`src/rtl/sfl_pkg.sv`:
```
package sfl_pkg;
  typedef enum logic [1:0] {SK_DATA, SK_PAD, SK_FILL} slot_kind_e;

  // Classify a slot within a frame of two equal halves.
  function automatic slot_kind_e kind_of(int slot, int sample_w, int pad_w, int fill_w);
    int half;
    int pos;
    half = sample_w + pad_w + fill_w;
    pos  = slot % half;
    if (pos < sample_w) return SK_DATA;
    else if (pos < sample_w + pad_w) return SK_PAD;
    else return SK_FILL;
  endfunction
endpackage

```
`src/rtl/sfl_slot_counter.sv`:
```
module sfl_slot_counter #(
  parameter int FRAME_W    = 48,
  parameter int SLOT_W     = 6,
  parameter int RESET_SLOT = 47
) (
  input  logic              clk_i,
  input  logic              rst_ni,
  input  logic              sync_i,
  output logic [SLOT_W-1:0] slot_o,
  output logic [SLOT_W-1:0] slot_nxt_o,
  output logic              start_o,
  output logic              wrap_o
);
  logic [SLOT_W-1:0] slot_q;
  logic              last;

  assign last       = (slot_q == SLOT_W'(FRAME_W - 1));
  assign start_o    = sync_i | last;
  assign wrap_o     = last & ~sync_i;
  assign slot_nxt_o = start_o ? '0 : slot_q + SLOT_W'(1);
  assign slot_o     = slot_q;

  always_ff @(posedge clk_i or negedge rst_ni) begin
    if (!rst_ni) slot_q <= SLOT_W'(RESET_SLOT);
    else         slot_q <= slot_nxt_o;
  end

  assert_sync_restart_R10: assert property (@(posedge clk_i) disable iff (!rst_ni)
    sync_i |=> (slot_q == '0));
  assert_slot_range_R1: assert property (@(posedge clk_i) disable iff (!rst_ni)
    slot_q < SLOT_W'(FRAME_W));
endmodule

```
`src/rtl/sfl_serializer.sv`:
```
module sfl_serializer
  import sfl_pkg::*;
#(
  parameter int SAMPLE_W = 14,
  parameter int PAD_W    = 2,
  parameter int FILL_W   = 8
) (
  input  logic                clk_i,
  input  logic                rst_ni,
  input  logic                sync_i,
  input  logic [SAMPLE_W-1:0] pri_i,
  input  logic                pri_valid_i,
  input  logic [SAMPLE_W-1:0] sec_i,
  input  logic                sec_valid_i,
  output logic                ser_o
);
  localparam int HALF_W  = SAMPLE_W + PAD_W + FILL_W;
  localparam int FRAME_W = 2 * HALF_W;
  localparam int SLOT_W  = $clog2(FRAME_W);

  logic [SAMPLE_W-1:0] pri_hold, sec_hold, pri_nxt, sec_nxt;
  logic [FRAME_W-1:0]  shreg, frame;
  logic [SLOT_W-1:0]   slot, slot_nxt;
  logic                start, wrap;

  sfl_slot_counter #(.FRAME_W(FRAME_W), .SLOT_W(SLOT_W), .RESET_SLOT(FRAME_W - 1)) u_cnt (
    .clk_i, .rst_ni, .sync_i,
    .slot_o(slot), .slot_nxt_o(slot_nxt), .start_o(start), .wrap_o(wrap)
  );

  assign pri_nxt = pri_valid_i ? pri_i : pri_hold;
  assign sec_nxt = sec_valid_i ? sec_i : sec_hold;
  assign frame   = {pri_nxt, {PAD_W{1'b0}}, {FILL_W{1'b1}},
                    sec_nxt, {PAD_W{1'b0}}, {FILL_W{1'b1}}};
  assign ser_o   = shreg[FRAME_W-1];

  always_ff @(posedge clk_i or negedge rst_ni) begin
    if (!rst_ni) begin
      pri_hold <= '0;
      sec_hold <= '0;
      shreg    <= '1;
    end else begin
      pri_hold <= pri_nxt;
      sec_hold <= sec_nxt;
      if (start) shreg <= frame;
      else       shreg <= {shreg[FRAME_W-2:0], 1'b1};
    end
  end

  assert_tx_pad_low_R1: assert property (@(posedge clk_i) disable iff (!rst_ni)
    (kind_of(int'(slot), SAMPLE_W, PAD_W, FILL_W) == SK_PAD) |-> !ser_o);
  assert_tx_fill_high_R1: assert property (@(posedge clk_i) disable iff (!rst_ni)
    (kind_of(int'(slot), SAMPLE_W, PAD_W, FILL_W) == SK_FILL) |-> ser_o);
endmodule

```
`src/rtl/sfl_deserializer.sv`:
```
module sfl_deserializer
  import sfl_pkg::*;
#(
  parameter int SAMPLE_W = 14,
  parameter int PAD_W    = 2,
  parameter int FILL_W   = 8
) (
  input  logic                clk_i,
  input  logic                rst_ni,
  input  logic                sync_i,
  input  logic                ser_i,
  output logic [SAMPLE_W-1:0] pri_o,
  output logic                pri_valid_o,
  output logic [SAMPLE_W-1:0] sec_o,
  output logic                sec_valid_o,
  output logic                err_o,
  output logic                lost_o
);
  localparam int WORD_W  = SAMPLE_W + PAD_W;
  localparam int HALF_W  = WORD_W + FILL_W;
  localparam int FRAME_W = 2 * HALF_W;
  localparam int SLOT_W  = $clog2(FRAME_W);

  logic [WORD_W-1:0]  sh, word;
  logic [SLOT_W-1:0]  slot, slot_nxt;
  logic               start, wrap, locked_q, live, pri_end, sec_end, bad;
  slot_kind_e         kind;

  sfl_slot_counter #(.FRAME_W(FRAME_W), .SLOT_W(SLOT_W), .RESET_SLOT(FRAME_W - 1)) u_cnt (
    .clk_i, .rst_ni, .sync_i,
    .slot_o(slot), .slot_nxt_o(slot_nxt), .start_o(start), .wrap_o(wrap)
  );

  assign word    = {sh[WORD_W-2:0], ser_i};
  assign live    = locked_q | sync_i;
  assign pri_end = (slot_nxt == SLOT_W'(WORD_W - 1));
  assign sec_end = (slot_nxt == SLOT_W'(HALF_W + WORD_W - 1));
  assign kind    = kind_of(int'(slot_nxt), SAMPLE_W, PAD_W, FILL_W);
  assign bad     = ((kind == SK_PAD) & ser_i) | ((kind == SK_FILL) & ~ser_i);

  always_ff @(posedge clk_i or negedge rst_ni) begin
    if (!rst_ni) begin
      sh          <= '0;
      locked_q    <= 1'b0;
      pri_o       <= '0;
      sec_o       <= '0;
      pri_valid_o <= 1'b0;
      sec_valid_o <= 1'b0;
      err_o       <= 1'b0;
      lost_o      <= 1'b0;
    end else begin
      sh          <= word;
      locked_q    <= live;
      pri_valid_o <= live & pri_end;
      sec_valid_o <= live & sec_end;
      err_o       <= live & bad;
      if (live & pri_end) pri_o <= word[WORD_W-1:PAD_W];
      if (live & sec_end) sec_o <= word[WORD_W-1:PAD_W];
      if (sync_i)                lost_o <= 1'b0;
      else if (locked_q & wrap)  lost_o <= 1'b1;
    end
  end

  assert_pri_slot_R5: assert property (@(posedge clk_i) disable iff (!rst_ni)
    pri_valid_o |-> (slot == SLOT_W'(WORD_W - 1)));
  assert_pri_pulse_R5: assert property (@(posedge clk_i) disable iff (!rst_ni)
    pri_valid_o |=> !pri_valid_o);
  assert_sec_slot_R6: assert property (@(posedge clk_i) disable iff (!rst_ni)
    sec_valid_o |-> (slot == SLOT_W'(HALF_W + WORD_W - 1)));
  assert_no_overlap_R6: assert property (@(posedge clk_i) disable iff (!rst_ni)
    !(pri_valid_o && sec_valid_o));
  assert_lost_clear_R8: assert property (@(posedge clk_i) disable iff (!rst_ni)
    sync_i |=> !lost_o);
  assert_lost_sticky_R8: assert property (@(posedge clk_i) disable iff (!rst_ni)
    (lost_o && !sync_i) |=> lost_o);
endmodule

```
`src/rtl/dual_sample_frame_link.sv`:
```
module dual_sample_frame_link #(
  parameter int SAMPLE_W = 14,
  parameter int PAD_W    = 2,
  parameter int FILL_W   = 8
) (
  input  logic                clk_i,
  input  logic                rst_ni,
  input  logic                sym_strobe_i,
  input  logic [SAMPLE_W-1:0] pri_sample_i,
  input  logic                pri_valid_i,
  input  logic [SAMPLE_W-1:0] sec_sample_i,
  input  logic                sec_valid_i,
  output logic                ser_o,
  input  logic                ser_i,
  output logic [SAMPLE_W-1:0] rx_pri_o,
  output logic                rx_pri_valid_o,
  output logic [SAMPLE_W-1:0] rx_sec_o,
  output logic                rx_sec_valid_o,
  output logic                rx_err_o,
  output logic                rx_align_lost_o
);
  logic clk_n;
  assign clk_n = ~clk_i;  // transmit side launches on the falling edge

  sfl_serializer #(.SAMPLE_W(SAMPLE_W), .PAD_W(PAD_W), .FILL_W(FILL_W)) u_tx (
    .clk_i(clk_n), .rst_ni, .sync_i(sym_strobe_i),
    .pri_i(pri_sample_i), .pri_valid_i, .sec_i(sec_sample_i), .sec_valid_i,
    .ser_o
  );

  sfl_deserializer #(.SAMPLE_W(SAMPLE_W), .PAD_W(PAD_W), .FILL_W(FILL_W)) u_rx (
    .clk_i, .rst_ni, .sync_i(sym_strobe_i), .ser_i,
    .pri_o(rx_pri_o), .pri_valid_o(rx_pri_valid_o),
    .sec_o(rx_sec_o), .sec_valid_o(rx_sec_valid_o),
    .err_o(rx_err_o), .lost_o(rx_align_lost_o)
  );
endmodule

```
`config.mk`:
```
export PLATFORM = sky130hd
export DESIGN_NAME = dual_sample_frame_link
export DESIGN_NICKNAME = d
export VERILOG_FILES = /design/src/rtl/sfl_pkg.sv /design/src/rtl/sfl_slot_counter.sv /design/src/rtl/sfl_serializer.sv /design/src/rtl/sfl_deserializer.sv /design/src/rtl/dual_sample_frame_link.sv
export SDC_FILE = /design/constraint.sdc
export NUM_CORES = 1
export LEC_CHECK = 0
export CORE_MARGIN = 1
export CORE_UTILIZATION = 60
export CTS_BUF_LIST = sky130_fd_sc_hd__clkbuf_8
export CTS_CLUSTER_DIAMETER = 50
export DETAILED_ROUTE_END_ITERATION = 10
export DONT_BUFFER_PORTS = 1
export GPL_TIMING_DRIVEN = 1
export PLACE_DENSITY = 0.8
export SLEW_MARGIN = 10
export SYNTH_ARGS = -nofsm -noshare
export SYNTH_HDL_FRONTEND = slang
export SYNTH_SLANG_ARGS = --single-unit
```
`constraint.sdc`:
```
create_clock -name clk_i -period 3.6 [get_ports clk_i]
set_input_delay 0.36 -clock clk_i [delete_from_list [all_inputs] [get_ports clk_i]]
set_output_delay 0.36 -clock clk_i [all_outputs]
set_load 0.02 [all_outputs]
```
Word level (Yosys, flattened, before mapping):

Cells that the tools add are included.

* word-level logic and storage cells: 47
* input port bits: 34
* register bits after elaboration: 136
* output and inout bits: 33

* order comparisons: 2
* divide/modulo/power cells: 1
* bitwise gates (word level): 13
* reductions and logical operators: 1
* equal/unequal tests: 6
* muxes and demuxes: 9
* $add $sub $neg: 2

Operators with widths (count)
* $mux W48: 1
* $lt A32 B5 Y1 const B: 1
* $lt A32 B6 Y1 const B: 1
* $mod A7 B6 Y32 const B: 1
* $mux W14: 2
* $eq A6 B6 Y1 const B: 3
* $add A6 B1 Y6 const B: 2
* $mux W6: 2
* $and A1 B1 Y1: 7
* $eq A6 B4 Y1 const B: 1
* $mux W2: 2
* $or A1 B1 Y1: 4
* $eq A2 B1 Y1 const B: 1
* $eq A2 B2 Y1 const B: 1
* $mux W1: 2
* $not A1 Y1: 2
* $reduce_bool A2 Y1: 1

Logic depth before layout (Yosys ltp):

Gate-level depths: netlist (run 1).

* depth in word-level cells: 11
* mapped depth: 12
* gate-level depth less buffers: 11

By module:

A second synthesis (run 1) with hierarchy kept.

* cells, all modules: 291
* area, all modules: 4984.8 um^2

Modules (own cells, without submodules)
* sfl_serializer: instances 1, cells each 142, area each 2646.3 um^2
* sfl_deserializer: instances 1, cells each 98, area each 1759.2 um^2
* sfl_slot_counter: instances 2, cells each 25, area each 287.8 um^2
* dual_sample_frame_link: instances 1, cells each 1, area each 3.8 um^2

==> summary.txt, run 1 <==
Status
  • Status: finished, final reports clean

Logic synthesis
  • Mapped Nets: 418
  • Sequential area share after synthesis: 66.0%
  • Mapped Avg Cell Area: 13.0 um2
  • Synth Flop Type: dfstp_2
  • Ys async rst share: 100%
  • Flops & latches, synth: 128
  • Synthesis warning total: 0
  • Distinct cell type count after synthesis: 43
  • Cells after Synth: 381
  • Number of synthesized flops with an enable pin: 0
  • Post-Syn Area: 0.00495 mm2

Final layout
  • Nets: 469
  • Fraction of layout cells with a size suffix above 1: 32.4%
  • Final Non-Filler Cells: 547
  • P&R area growth vs syn: 12.8%
  • Final core utilization: 71.1%
  • Antenna diodes: 0

STA
  • Hold Vio Cnt, Final: 0
  • Final setup viols: 0
  • Skew final: 72.1 ps
  • RSZ-0062 raised after global routing: no
  • Period utilization: 93.0%
  • Worst Tran Pin Value: 845 ps
  • Fmax: 0.299 GHz
  • Minimum clock period: 3350 ps
  • Setup slack after layout: 251 ps
  • Setup TNS: 0 ps
  • Worst slew margin: 43.6%
  • Slew Viols, Final: 0

CTS
  • Post-CTS Resized: 0
  • Total CTS buffers: 17
  • Hold_buf cts: 4
  • Max clock buf depth: 2
  • H-tree level count: 4
  • Post-CTS Setup Repair Bufs: 0
  • Clk_lat worst skew: 460 ps
  • CTS clock-pin slew for the worst setup and hold paths: 70 ps
  • CTS tree: done
  • CTS Sinks: 128
  • CTS root buf: clkbuf_8

Die
  • Die height: 92.8 um
  • FP Rows: 32
  • CORE AREA: 0.00785 mm2
  • Starting Density: 63.1%
  • Die footprint: 0.00861 mm2
  • Io pins: 67
  • Die X-Extent: 92.8 um

Detailed routing
  • Drt pass-1 iters: 4
  • Via count: 2,918
  • Post-route DRC: 0
  • DRT antenna net count: 0
  • Total wire length: 8510 um
  • Drt via density: 5.33
  • DR WL/cell: 15.5 um
  • Initial DRC Count: 103

Setup path
  • Worst R2R End: u_rx.err_o
  • Worst Reg-to-Reg Cells: 11
  • Crit path from: u_rx.u_cnt.slot_o[0]
  • CP Launch Type: flop
  • Critical path data required time: 3970 ps
  • End point of the critical path: u_rx.err_o
  • RR Startpoint: u_rx.u_cnt.slot_o[0]
  • R2R setup slack: 250 ps
  • Kind of critical path: flop to flop
  • CP max FO: 8
  • Crit path DAT: 3720 ps
  • Crit. End Element: flop

Power
  • Design Power: 0.00307 W
  • Pwr per Cell Area: 550 mW/mm2
  • Total leakage power: 2.65 nW
  • Maximum vdd drop: 0.000328 V

Placement
  • Dpl cells: 467
  • Port buffer count: 0
  • DP Wirelength: 4990 um
  • Routability cong.: 0.839
  • Pre-CTS setup slack: 390 ps

Global routing
  • Antenna violations before repair: 0
  • Global Route Usage Sum: 21.7%
  • Number of global-route vias before repair: 2,938
  • Grt total ovfl: 0
  • First-pass GRT wire length: 14,100 um
  • Largest net degree at the start of global routing: 76

Worst hold path
  • Min-delay worst type: primary input to flop

Run
  • Max-cap viol count: 0
-- per-layer routing --
layer | global-route usage (%) | share of wire (%) | up-vias
met5 | 0 | 0 | -
met4 | 10.9 | 2.5 | 0
met3 | 7.47 | 6.2 | 18
met2 | 32.5 | 47 | 93
met1 | 28.3 | 44 | 1442
li1 | - | - | 1365
-- synthesized netlist by cell type, drive strengths merged (5+ instances only) --
| master | n | share of area (%) |
|---|---|---|
| nor2 | 101 | 7.8 |
| mux2 | 57 | 14 |
| dfstp | 50 | 27 |
| dfrtp | 49 | 25 |
| dfrtn | 29 | 15 |
| clkbuf | 12 | 0.91 |
| nand2b | 11 | 1.4 |
| buf | 6 | 0.91 |
| inv | 6 | 0.46 |
| nand3 | 6 | 0.61 |
| and2 | 5 | 0.63 |
| xnor2 | 5 | 1.0 |
-- cell usage in the layout (no fill, tap or decap), types with 2 or more instances in the layout --
cell type	count
mux2_4	9
nand4b_1	2
dfrtn_1	29
inv_6	3
dlygate4sd3_1	3
mux2_2	48
ha_1	3
o21ai_0	2
a21oi_1	4
inv_1	51
clkbuf_8	18
nor2b_1	2
nand3_1	6
inv_8	3
clkinvlp_4	3
nand2_1	4
and3_1	2
xor2_1	4
xnor2_1	4
dfrtp_1	49
nor4_1	2
a2111oi_0	2
dfstp_2	50
nor2_1	100
and2_1	5
nand2b_1	11
buf_4	2
nand4_1	2
-- kinds of logic after synthesis --
kind of cell | count (synthesis) | synth area share, %
AOI/OAI and AO/OA | 18 | 2.68
xor gates and xnor gates | 9 | 1.74
adders and majority gates | 3 | 0.759
buffers and inverters | 24 | 2.28
DFF | 128 | 66.0
muxes | 57 | 13.7
and+or+nand+nor | 142 | 12.9
-- final cells by class --
class | instances | area (um2)
sequential | 128 | 3270
clock inverter | 59 | 279
clock buffer | 18 | 248
multi-input combinational | 229 | 1570
inverter | 5 | 18.8
fill | 542 | 2270
timing repair buffer | 6 | 72.6
tap | 102 | 128
-- worst min-delay path by stage --
| stage | to | start | cells past startpoint |
|---|---|---|---|
| 2_1_floorplan | u_rx.err_o | rst_ni | 0 |
| 6_report | u_rx.locked_q | sym_strobe_i | 1 |
| 3_5_place_dp | u_rx.sec_o[0] | rst_ni | 0 |
| 5_1_grt | u_rx.locked_q | sym_strobe_i | 1 |
| 3_3_place_gp | u_rx.sh[1] | rst_ni | 0 |
| 4_1_cts | u_rx.locked_q | sym_strobe_i | 1 |
-- where the power goes --
group	total, W	switching, W	internal, W	leakage, nW
clock network	0.00131	0.000740	0.000574	0.421
registers	0.00161	0.0000393	0.00157	1.51
logic	0.000147	0.0000778	0.0000694	0.717
total	0.00307	0.000857	0.00221	2.65
-- state kept, by name (all words and copies together), names as in the netlist --
register,count
u_rx.lost_o,1
u_rx.pri_o,14
u_rx.err_o,1
u_tx.u_cnt.slot_o,6
u_tx.sec_hold,14
u_rx.locked_q,1
u_rx.sec_valid_o,1
u_tx.shreg,40
u_rx.sec_o,14
u_tx.pri_hold,14
u_rx.u_cnt.slot_o,6
u_rx.pri_valid_o,1
u_rx.sh,15
-- through the flow --
step	hold WS [ps]	area [um2]
2_1_floorplan	64.4	4950
3_3_place_gp	66.9	5000
3_5_place_dp	67.3	5000
4_1_cts	36.3	5580
5_1_grt	44.3	5580
6_report	55.3	5580
-- critical path, cell delays in order (launching register included) --
cell and delay (ps):
dfstp_2 590, ha_1 370, nand3_1 230, nor2_1 200, or2_1 210, nor2_1 90, ha_1 340, nand4b_1 230
a221o_1 330, o211a_1 130, nor4_1 350, mux2_2 220
Power figures use the tool's default switching activity.
==> run 2: changes to the inputs <==
--- a/config.mk
+++ b/config.mk
@@ -5,6 +5,7 @@
 export SDC_FILE = /design/constraint.sdc
 export NUM_CORES = 1
 export LEC_CHECK = 0
+export ABC_CLOCK_PERIOD_IN_PS = 3600
 export CORE_MARGIN = 1
 export CORE_UTILIZATION = 60
 export CTS_BUF_LIST = sky130_fd_sc_hd__clkbuf_8
@@ -12,7 +13,7 @@
 export DETAILED_ROUTE_END_ITERATION = 10
 export DONT_BUFFER_PORTS = 1
 export GPL_TIMING_DRIVEN = 1
-export PLACE_DENSITY = 0.8
+export PLACE_DENSITY = 0.88
 export SLEW_MARGIN = 10
 export SYNTH_ARGS = -nofsm -noshare
 export SYNTH_HDL_FRONTEND = slang
==> summary.txt, run 2 (synthesis results as in run 1) <==
Status
  • Status: finished, final reports clean (unchanged)

Final layout
  • Nets: 469 (unchanged)
  • Final core utilization: 71.4% (was 71.1%)
  • Biggest register: u_tx.shreg (unchanged)
  • P&R area growth vs syn: 13.2% (was 12.8%)
  • Largest register FFs: 40 (unchanged)
  • Antenna diodes: 0 (unchanged)
  • Most common cell after layout, fill and taps aside: nor2_1 (unchanged)
  • Most frequent cells in the layout: nor2_1 (100), inv_1 (51), dfstp_2 (50), dfrtp_1 (49), mux2_2 (48) (unchanged)
  • Top flop regs: u_tx.shreg (40), u_rx.sh (15) (unchanged)
  • Fraction of layout cells with a size suffix above 1: 32.4% (unchanged)

Die
  • Die footprint: 0.00861 mm2 (unchanged)
  • Die X-Extent: 92.8 um (unchanged)
  • Io pins: 67 (unchanged)
  • Starting Density: 63.1% (unchanged)
  • CORE AREA: 0.00785 mm2 (unchanged)
  • FP Rows: 32 (unchanged)
  • Die height: 92.8 um (unchanged)

Power
  • Gate power share: 4.8% (about the same)
  • Maximum vdd drop: 0.000305 V (was 0.000328 V)
  • Sw Ratio: 26.7% (was 27.9%)
  • Pwr per Cell Area: 554 mW/mm2 (was 550 mW/mm2)
  • Total leakage power: 2.66 nW (was 2.65 nW)
  • Cell Int Power: 0.00228 W (was 0.00221 W)
  • Clock power share: 43.4% (was 42.8%)
  • Switching pwr: 0.000827 W (was 0.000857 W)
  • Reg power frac: 51.9% (was 52.4%)

Setup path
  • Crit path DAT: 3570 ps (was 3720 ps)
  • Kind of critical path: flop to flop (unchanged)
  • Crit. End Element: flop (unchanged)
  • CP max FO: 8 (unchanged)
  • Critical path data required time: 3970 ps (about the same)
  • CP Launch Type: flop (unchanged)
  • R2R setup slack: 400 ps (was 250 ps)

Detailed routing
  • Drt via density: 5.42 (was 5.33)
  • DRT antenna net count: 0 (unchanged)
  • Initial DRC Count: 115 (was 103)
  • Total wire length: 8900 um (was 8510 um)
  • Post-route DRC: 0 (unchanged)
  • Via count: 2,963 (was 2,918)
  • Drt pass-1 iters: 4 (unchanged)
  • DR WL/cell: 16.3 um (was 15.5 um)

CTS
  • CTS tree: done (unchanged)
  • Total CTS buffers: 17 (unchanged)
  • Clk_lat worst skew: 450 ps (was 460 ps)
  • Post-CTS Resized: 0 (unchanged)
  • Max clock buf depth: 2 (unchanged)
  • CTS root buf: clkbuf_8 (unchanged)
  • CTS clock-pin slew for the worst setup and hold paths: 80 ps (was 70 ps)
  • H-tree level count: 4 (unchanged)
  • CTS Sinks: 128 (unchanged)

STA
  • Period utilization: 88.9% (was 93.0%)
  • Final setup viols: 0 (unchanged)
  • Skew final: 73.6 ps (was 72.1 ps)
  • Setup TNS: 0 ps (unchanged)
  • Hold Vio Cnt, Final: 0 (unchanged)
  • Setup slack after layout: 400 ps (was 251 ps)
  • Fmax: 0.313 GHz (was 0.299 GHz)
  • Slew Viols, Final: 0 (unchanged)
  • Worst slew margin: 43.4% (was 43.6%)
  • Worst Tran Pin Value: 849 ps (was 845 ps)
  • RSZ-0062 raised after global routing: no (unchanged)
  • Minimum clock period: 3200 ps (was 3350 ps)

Placement
  • Port buffer count: 0 (unchanged)
  • Routability cong.: 0.853 (was 0.839)
  • DP Wirelength: 5340 um (was 4990 um)
  • Pre-CTS setup slack: 423 ps (was 390 ps)

Global routing
  • First-pass GRT wire length: 14,800 um (was 14,100 um)
  • Antenna violations before repair: 0 (unchanged)
  • Grt total ovfl: 0 (unchanged)
  • Global Route Usage Sum: 22.8% (was 21.7%)
  • Largest net degree at the start of global routing: 76 (unchanged)
  • Number of global-route vias before repair: 3,164 (was 2,938)

Run
  • Max-cap viol count: 0 (unchanged)

Worst hold path
  • Min-delay worst type: primary input to flop (unchanged)
run 2: cell types whose count changed in the layout (fill, tap and decap cells not counted), sizes merged:
cell and delta:
clkinv +3, inv -3, bufinv +1, clkinvlp -1
run 2: power groups by stage:
| stage | clock network (W) | registers, W | logic, W |
|---|---|---|---|
| 4_1_cts | 0.00138 | 0.00161 | 0.000150 |
| 3_5_place_dp | 0.0000778 | 0.00163 | 0.000129 |
| 3_3_place_gp | 0.0000778 | 0.00162 | 0.000124 |
| 6_report | 0.00135 | 0.00161 | 0.000148 |
| 2_1_floorplan | 0.0000778 | 0.00161 | 0.000115 |
| 5_1_grt | 0.00149 | 0.00162 | 0.000167 |
run 2: stage by stage:
stage / instances / area (um2) / total power [W] / hold WS (ps)
after floorplan: 381 / 4950 / 0.00181 / 64.4
after global placement: 467 / 5000 / 0.00183 / 68.3
after detailed placement: 467 / 5000 / 0.00184 / 67.1
after CTS: 547 / 5600 / 0.00314 / 38.8
after global routing: 547 / 5600 / 0.00327 / 38.8
final: 547 / 5600 / 0.00310 / 61.4
run 2: final cells by class:
type                            count  area [um2]
Tap cell                          102         128
Clock buffer                       18         248
Fill cell                         531        2250
Clock inverter                     59         299
Inverter                            5        18.8
Sequential cell                   128        3270
Timing Repair Buffer                6        72.6
Multi-Input combinational cell    229        1570
run 2: per-layer routing:
layer	up-vias	track usage [%]	wire length [um]
li1	1365	-	-
met1	1478	25.7	3630
met2	101	38.3	4530
met3	19	8.05	577
met4	0	11.5	163
met5	-	0	0
run 2: worst paths after layout:
path	startpoint	endpoint	cells after the start
worst max-delay path	u_rx.u_cnt.slot_o[0]	u_rx.err_o	11
worst min-delay path	sym_strobe_i	u_rx.locked_q	1
worst max register to register	u_rx.u_cnt.slot_o[0]	u_rx.err_o	11
worst min register to register	u_rx.sh[0]	u_rx.sh[1]	0
max in group asynchronous	rst_ni	u_tx.shreg[18]	0
min in group asynchronous	rst_ni	u_rx.sec_o[3]	2
run 2: repair_timing:
item	in CTS	in global routing
buffers inserted	0	0
endpoints found under the hold margin	57	0
hold buffers	4	0
setup endpoints to repair	0	0
run 2: critical path, stage by stage (launching register included):
cell	delay [ps]
dfstp_2	600
ha_1	360
nand3_1	250
nor2_1	210
or2_1	210
nor2_1	90
ha_1	340
nand4b_1	220
a221o_1	320
o211a_1	130
nor4_1	230
mux2_2	180
